`config.mk`:
```
export PLATFORM = sky130hd
export DESIGN_NAME = excFrameBuilder
export DESIGN_NICKNAME = d
export VERILOG_FILES = /design/src/rtl/excFramePkg.sv /design/src/rtl/frameDatapath.sv /design/src/rtl/frameControl.sv /design/src/rtl/excFrameBuilder.sv
export SDC_FILE = /design/constraint.sdc
export NUM_CORES = 1
export LEC_CHECK = 0
export ABC_CLOCK_PERIOD_IN_PS = 9550
export BUFFER_PORTS_ARGS = -buffer_cell sky130_fd_sc_hd__buf_2
export CORE_MARGIN = 1
export CORE_UTILIZATION = 57
export CTS_BUF_LIST = sky130_fd_sc_hd__clkbuf_16
export DETAILED_ROUTE_END_ITERATION = 6
export PLACE_DENSITY = 0.86
export REMOVE_ABC_BUFFERS = 1
export SLEW_MARGIN = 20
export SYNTH_ARGS = -nofsm -noshare
export SYNTH_HDL_FRONTEND = slang
export SYNTH_HIERARCHICAL = 1
export SYNTH_SLANG_ARGS = --single-unit
```
`constraint.sdc`:
```
create_clock -name clk -period 9.55 [get_ports clk]
set_input_delay 1.91 -clock clk [delete_from_list [all_inputs] [get_ports clk]]
set_output_delay 1.91 -clock clk [all_outputs]
set_load 0.1 [all_outputs]
```
`src/rtl/excFramePkg.sv`:
```
package excFramePkg;
  typedef struct packed {
    logic capture;
    logic advance;
  } frameStrobe_t;

  typedef enum logic [1:0] {ST_IDLE, ST_WRITE, ST_DONE} frameState_t;
endpackage

```
`src/rtl/frameDatapath.sv`:
```
module frameDatapath
  import excFramePkg::*;
#(
  parameter int FMT_NUM = 4,
  parameter int VEC_NUM = 11,
  parameter int HALF_CNT = 8
) (
  input  logic         clk,
  input  logic         rstN,
  input  frameStrobe_t strb,
  input  logic [15:0]  curSr,
  input  logic [31:0]  nextPc,
  input  logic [31:0]  faultPc,
  input  logic [31:0]  effAddr,
  input  logic         eaNoAddr,
  input  logic [31:0]  ssp,
  input  logic [31:0]  vbr,
  output logic [31:0]  wrAddr,
  output logic [31:0]  wrData,
  output logic         wrLong,
  output logic         lastBeat,
  output logic [15:0]  newSr,
  output logic [31:0]  newSsp,
  output logic [31:0]  vecAddr
);
  localparam int IDX_W = $clog2(HALF_CNT) + 1;
  localparam int SEL_W = $clog2(HALF_CNT);
  localparam logic [31:0] FRAME_BYTES = 32'(HALF_CNT * 2);
  localparam logic [31:0] VEC_OFS = 32'(VEC_NUM * 4);
  localparam logic [15:0] FV_WORD = {4'(FMT_NUM), VEC_OFS[11:0]};
  localparam logic [IDX_W-1:0] LAST_IDX = IDX_W'(HALF_CNT);

  logic [15:0] halfReg [HALF_CNT];
  logic [IDX_W-1:0] idx;
  logic [31:0] ptr;
  logic [31:0] eaField;
  logic [SEL_W-1:0] selLo, selHi;
  logic [IDX_W-1:0] step;

  assign eaField = eaNoAddr ? 32'h0 : effAddr;
  assign selLo = idx[SEL_W-1:0];
  assign selHi = selLo + SEL_W'(1);

  assign wrLong = (ptr[1] == 1'b0) && (idx <= LAST_IDX - IDX_W'(2));
  assign step = wrLong ? IDX_W'(2) : IDX_W'(1);
  assign wrData = wrLong ? {halfReg[selLo], halfReg[selHi]} : {16'h0, halfReg[selLo]};
  assign wrAddr = ptr;
  assign lastBeat = (idx + step) == LAST_IDX;

  always_ff @(posedge clk) begin
    if (!rstN) begin
      for (int i = 0; i < HALF_CNT; i++) halfReg[i] <= '0;
      idx <= '0;
      ptr <= '0;
      newSr <= '0;
      newSsp <= '0;
      vecAddr <= '0;
    end else if (strb.capture) begin
      halfReg[0] <= curSr;
      halfReg[1] <= nextPc[31:16];
      halfReg[2] <= nextPc[15:0];
      halfReg[3] <= FV_WORD;
      halfReg[4] <= eaField[31:16];
      halfReg[5] <= eaField[15:0];
      halfReg[6] <= faultPc[31:16];
      halfReg[7] <= faultPc[15:0];
      newSr <= {2'b00, 1'b1, curSr[12:0]};
      newSsp <= ssp - FRAME_BYTES;
      ptr <= ssp - FRAME_BYTES;
      idx <= '0;
      vecAddr <= vbr + VEC_OFS;
    end else if (strb.advance) begin
      idx <= idx + step;
      ptr <= ptr + {{(32-IDX_W-1){1'b0}}, step, 1'b0};
    end
  end
endmodule

```
`src/rtl/frameControl.sv`:
```
module frameControl
  import excFramePkg::*;
(
  input  logic         clk,
  input  logic         rstN,
  input  logic         trig,
  input  logic         wrReady,
  input  logic         lastBeat,
  output frameStrobe_t strb,
  output logic         wrValid,
  output logic         done,
  output logic         busy
);
  frameState_t state, stateNext;

  always_comb begin
    stateNext = state;
    strb = '0;
    unique case (state)
      ST_IDLE: if (trig) begin
        strb.capture = 1'b1;
        stateNext = ST_WRITE;
      end
      ST_WRITE: if (wrReady) begin
        strb.advance = 1'b1;
        if (lastBeat) stateNext = ST_DONE;
      end
      ST_DONE: stateNext = ST_IDLE;
      default: stateNext = ST_IDLE;
    endcase
  end

  always_ff @(posedge clk) begin
    if (!rstN) state <= ST_IDLE;
    else state <= stateNext;
  end

  assign wrValid = (state == ST_WRITE);
  assign done = (state == ST_DONE);
  assign busy = (state != ST_IDLE);
endmodule

```
`src/rtl/excFrameBuilder.sv`:
```
module excFrameBuilder
  import excFramePkg::*;
#(
  parameter int FMT_NUM = 4,
  parameter int VEC_NUM = 11
) (
  input  logic        clk,
  input  logic        rstN,
  input  logic        trig,
  input  logic [15:0] curSr,
  input  logic [31:0] nextPc,
  input  logic [31:0] faultPc,
  input  logic [31:0] effAddr,
  input  logic        eaNoAddr,
  input  logic [31:0] ssp,
  input  logic [31:0] vbr,
  input  logic        wrReady,
  output logic        wrValid,
  output logic [31:0] wrAddr,
  output logic [31:0] wrData,
  output logic        wrLong,
  output logic        busy,
  output logic [15:0] newSr,
  output logic [31:0] newSsp,
  output logic        done,
  output logic [31:0] vecAddr
);
  frameStrobe_t strb;
  logic lastBeat;

  frameControl u_ctrl (
    .clk(clk), .rstN(rstN), .trig(trig), .wrReady(wrReady), .lastBeat(lastBeat),
    .strb(strb), .wrValid(wrValid), .done(done), .busy(busy)
  );

  frameDatapath #(.FMT_NUM(FMT_NUM), .VEC_NUM(VEC_NUM), .HALF_CNT(8)) u_dp (
    .clk(clk), .rstN(rstN), .strb(strb), .curSr(curSr), .nextPc(nextPc),
    .faultPc(faultPc), .effAddr(effAddr), .eaNoAddr(eaNoAddr), .ssp(ssp), .vbr(vbr),
    .wrAddr(wrAddr), .wrData(wrData), .wrLong(wrLong), .lastBeat(lastBeat),
    .newSr(newSr), .newSsp(newSsp), .vecAddr(vecAddr)
  );
endmodule

```
# --- Yosys cells after proc, flatten, opt, wreduce, memory -nomap -nowiden ---
# Memory sizes are Yosys's and may differ from the RTL's. A register that Yosys moved wholly into a read port is not among the register bits.
# Cells that the tools add are included.
word_totals:
  register_bits: 116
  ram_bits: 128
  inputBits: 181
  out_inout_bits: 148
  word_cells: 62
  memories: 1
memory_table:
  columns: ["memory", "words", "width", "rd", "rd_ports_with_merged_regs", "wr", "line_no", "rtl"]
  rows:
  - ["u_dp.halfReg", 8, 16, 2, 1, 8, "frameDatapath.sv:33", "logic [15:0] halfReg [HALF_CNT];"]
classes:
  addsub: 5
  order_cmp: 1
  n_eq_ne: 6
  n_mux: 27
  n_bitwise: 10
  n_reduce_logical: 6
ops:
  columns: ["cell", "count"]
  rows:
  - ["$mux 16", 8]
  - ["$mux 32", 4]
  - ["$add 32x5->32", 1]
  - ["$add 32x6->32 const B", 1]
  - ["$sub 32x5->32 const B", 1]
  - ["$mux 1", 8]
  - ["$mux 2", 4]
  - ["$or 1x1->1", 8]
  - ["$mux 3", 2]
  - ["$add 4x4->4", 1]
  - ["$eq 4x4->1 const B", 1]
  - ["$le 4x3->1 const B", 1]
  - ["$ne 2x2->1 const B", 2]
  - ["$pmux 2 s2", 1]
  - ["$reduce_bool 2->1", 2]
  - ["$add 3x1->3 const B", 1]
  - ["$reduce_and 3->1", 1]
  - ["$eq 2x1->1 const B", 1]
  - ["$eq 2x2->1 const B", 1]
  - ["$logic_not 2->1", 1]
  - ["$ne 2x1->1 const B", 1]
  - ["$not 1->1", 2]
  - ["$reduce_or 2->1", 1]
  - ["$logic_and 1x1->1", 1]

# --- Logic depth before layout (Yosys ltp) ---
logic_depth:
  word_depth: 8
  mapped_depth: 17
  depth_no_buf: 12

# --- By module ---
# Netlist, hierarchy kept.
by_module_without_submodules:
  columns: ["mod", "instances", "cells_each", "area_per_inst_um2", "seq_area_each_um2"]
  rows:
  - ["frameDatapath", 1, 1095, 11657.4, 5725.5]
  - ["frameControl", 1, 12, 112.6, 40.0]

# --- Least setup slack after synthesis ---
# Ideal clock, no wire load.
synth_timing:
  kind: "reg-to-output"
  from: "register u_dp.idx[0]"
  to: "output port wrData[10]"
  arrival_time_ns: 4.876
  required_ns: 7.640
  path_slack_ns: 2.764
  stages_incl_launch_ff: 12
  n_path_buf: 5
  path_cell_list: "dfxtp_1 clkbuf_1 inv_1 clkbuf_1 buf_1 ha_1 o21bai_1 or2_2 clkbuf_1 inv_1 clkbuf_1 o21ai_0"
synth_via:
  elab_chain_cells: 3
  elab_cells_between_ends: 5
synth_rtl:
  columns: ["element", "line_no", "rtl"]
  rows:
  - ["start, declared", "frameDatapath.sv:34", "logic [IDX_W-1:0] idx;"]
  - ["start signal, assigned", "frameDatapath.sv:73", "idx <= idx + step;"]
  - ["$le 4x3->1", "frameDatapath.sv:44", "assign wrLong = (ptr[1] == 1'b0) && (idx <= LAST_IDX - IDX_W'(2));"]
  - ["$logic_and 1x1->1", "frameDatapath.sv:44", null]
  - ["net wrLong", "excFrameBuilder.sv:21", "output logic wrLong,"]
  - ["$mux 32", "frameDatapath.sv:46", "assign wrData = wrLong ? {halfReg[selLo], halfReg[selHi]} : {16'h0, halfReg[selLo]};"]
  - ["end, declared", "excFrameBuilder.sv:20", "output logic [31:0] wrData,"]
# The timed path passes the listed nets, and every way through them passes these cells.

# --- Worst setup path in the final report ---
layout_timing:
  from: "register u_dp.idx[0]"
  to: "output port wrData[2]"
layout_via:
  elab_chain_cells: 3
  elab_cells_between_ends: 5
layout_rtl:
  columns: ["element", "line_no"]
  rows:
  - ["$add 3x1->3 / $le 4x3->1 (equally long branches)", "frameDatapath.sv:42, frameDatapath.sv:44"]
  - ["$mem_v2 8x16 / $logic_and 1x1->1 (equally long branches)", null]
  - ["$mux 32 (*)", "frameDatapath.sv:46"]
# Every way passes the cells marked *; elsewhere a longest branch is shown, timed or not.

==> metrics.txt <==
status=complete, no violations; CTS tree=yes; Tot GR Track Use=30.87%; share of cells above drive strength 1=30.49%; # hold bufs at CTS=0; hold path start=u_dp/newSsp[26]$_SDFFE_PN0P_; worst slew pin tran=1.110 ns; metal3 WL=3.451 mm; worst skew pair latency=0.51 ns; core area=20,230 sq um; worst hold path class=reg2reg; EDFF count, synth=112; Fin. Hold Viols=0; vias in the first global route=9,975; CTS Sinks=232; CP startpoint=u_dp/idx[0]$_SDFFE_PP0P_; vias per cell=6.037; drt drc=0; asr flop ratio synth=0%; total global routing overflow=0; LEAKAGE=6.177 nW; H-tree Lvls=1; clk buf depth=3; Die X=145.7 um; I/O Pins=329; Root Driver=clkbuf_16; Setup crit end kind=primary output; final hold slack=0.4443 ns; RSZ-0062 raised after global routing=no; NumNets Final=1,578; final worst path period need=6.377 ns; crit path kind=reg2out; Buf/Inv on CP=3; Tcrit/Tclk final=66.77%; largest net degree at the start of global routing=115; worst path cell trace=inv_1, ha_4, o21bai_1, or2_2, inv_2, o21ai_0, buf_2; register area=5771 sq um; area delta synth->final=21.22%; FP Rows=52; Achievable Freq=156.8 MHz; setup violators final=0; via count=10,160; Initial DRT Pass Iterations=5; cells after synthesis=1,107; Critical Path RT=7.64 ns; CTS resizes=0; Post-DRT Antenna Nets=0; Port Buffers=326; pwr/cell area=189.7 nW/um^2; routed wire length=33.53 mm; GPL Wtd Cong=0.8980; most frequent cells in the layout=buf_2 (325), dfxtp_1 (116), edfxtp_1 (112), and2_1 (68); crit path max fanout=36; initial antenna violation count=6; Max VDD drop=0.1770 mV; estimated wirelength of the detail-placed design=22.80 mm; Crit path max-delay family=buffers and inverters; Synth Register Bits=232; max-cap violations=0; Inserted Clock Buffers=25; Netlist Area Pre-Place=11,770 sq um; sequential cell area fraction in the yosys report=48.98%; DR WL met2=16.55 mm; Met1 Wirelength=12.72 mm; Post-Route Utilization=70.51%; worst rel slew slack=25.95%; Starting Density=58.17%; average footprint of a synthesized cell=10.63 sq um; WL/cell=19.93 um; Data arrival, critical path=4.47 ns; post-synth cell types=60; Fill cells=1,464; highest routing layer actually used=met5; slowest library cell on the worst path=dfxtp_2; clock slew at the register clock pins of the worst setup and hold paths=0.06 ns; die area=21,230 sq um; final-report max-slew violation count=0; Worst R2R Start=u_dp/idx[0]$_SDFFE_PP0P_; startpoint types=flop; CP peak stage delay=0.85 ns; Synth Flop Type=dfxtp_1; die span in y=145.7 um; most common cell after layout, fill and taps aside=buf_2; DRT iter0 DRCs=700; postcts setup bufs=0; yosys warns=6; Post-Route Skew=0.006822 ns; first-pass GRT wire length=52.10 mm; area occupied by multi-input gates=5672 sq um
worst reg2reg max path, cell delays in order (launching register included):
cell	delay, ns
dfxtp_2	0.85
inv_1	0.76
ha_4	0.41
o21bai_1	0.17
or2_2	0.49
inv_2	0.44
ha_1	0.45
a21oi_1	0.10
nor2_1	0.63
nand4_1	0.22
xnor2_1	0.19
o211a_1	0.20
final cells by class:
cell class | instances | share of cell area, %
multi-input cells | 778 | 39.75
clock buffers | 25 | 4.385
flip-flops and latches | 232 | 40.45
clock inverters | 20 | 0.5700
repair buffers | 335 | 11.93
inverters | 17 | 0.4648
diodes | 5 | 0.08770
well taps | 270 | 2.368
metrics by stage:
step | TNS, ns | setup WS, ns | total power, mW | cell area (sq um) | cells
2_1_floorplan | -99.63 | -0.8161 | 1.710 | 11460 | 1027
3_3_place_gp | 0 | 3.498 | 1.860 | 13530 | 1632
3_5_place_dp | 0 | 3.382 | 1.874 | 13540 | 1632
4_1_cts | 0 | 2.840 | 2.713 | 14240 | 1677
5_1_grt | 0 | 2.983 | 2.784 | 14260 | 1680
6_report | 0 | 3.173 | 2.707 | 14270 | 1682
sequential cells by signal, summed over array words and instances (netlist names), named ones only:
name          count
u_dp/idx          4
u_dp/newSsp      32
u_ctrl/state      2
u_dp/vecAddr     32
u_dp/wrAddr      32
u_dp/newSr       14
u_dp/halfReg    113
kinds of logic after synthesis:
group | count (synthesis) | share of synthesized area, %
simple gates | 389 | 18.17
flops | 232 | 48.98
compound gates | 220 | 12.10
buf+inv | 98 | 3.200
mux | 87 | 11.25
xor+xnor | 72 | 5.358
fa+ha+maj | 8 | 0.9142
other cells | 1 | 0.03186
cell usage after synthesis (12+ instances only):
| cell type | count | area share [%] |
|---|---|---|
| o21ai_0 | 66 | 2.8 |
| inv_1 | 14 | 0.45 |
| and2_1 | 68 | 3.6 |
| xor2_1 | 31 | 2.3 |
| nor2_1 | 69 | 2.2 |
| nand4_1 | 16 | 0.85 |
| dfxtp_1 | 120 | 20 |
| and3_1 | 54 | 2.9 |
| clkbuf_1 | 70 | 2.2 |
| nor4_1 | 12 | 0.64 |
| o21a_1 | 14 | 0.89 |
| mux4_2 | 36 | 6.9 |
| o211ai_1 | 30 | 1.9 |
| xnor2_1 | 41 | 3.1 |
| a21o_1 | 13 | 0.83 |
| nand3_1 | 37 | 1.6 |
| edfxtp_1 | 112 | 29 |
| mux2i_1 | 49 | 4.2 |
| nor3_1 | 17 | 0.72 |
| nand2_1 | 59 | 1.9 |
| a211oi_1 | 15 | 0.96 |
| a21oi_1 | 33 | 1.4 |
per-layer routing:
layer  track usage (%)  up-vias
met4             9.579        4
met3             7.461       61
li1                  -     4653
met1             38.52     4878
met5                 0        -
met2             52.87      559
where the power goes:
group / leakage, nW / internal (mW) / switching (mW) / total, mW
Sequential: 2.20 / 1.12 / 0.0533 / 1.17
Combinational: 3.60 / 0.151 / 0.537 / 0.688
Clock: 0.383 / 0.470 / 0.376 / 0.846
path summary, 6_finish.rpt:
kind | end | slack, ns | cells past startpoint
max | wrData[2] | 3.17 | 7
min | u_dp/newSsp[26]$_SDFFE_PN0P_ | 0.44 | 2
max reg2reg | u_dp/wrAddr[28]$_SDFFE_PN0N_ | 4.53 | 11
min reg2reg | u_dp/newSsp[26]$_SDFFE_PN0P_ | 0.44 | 2
Note: power is estimated with default switching activity, not from simulation.
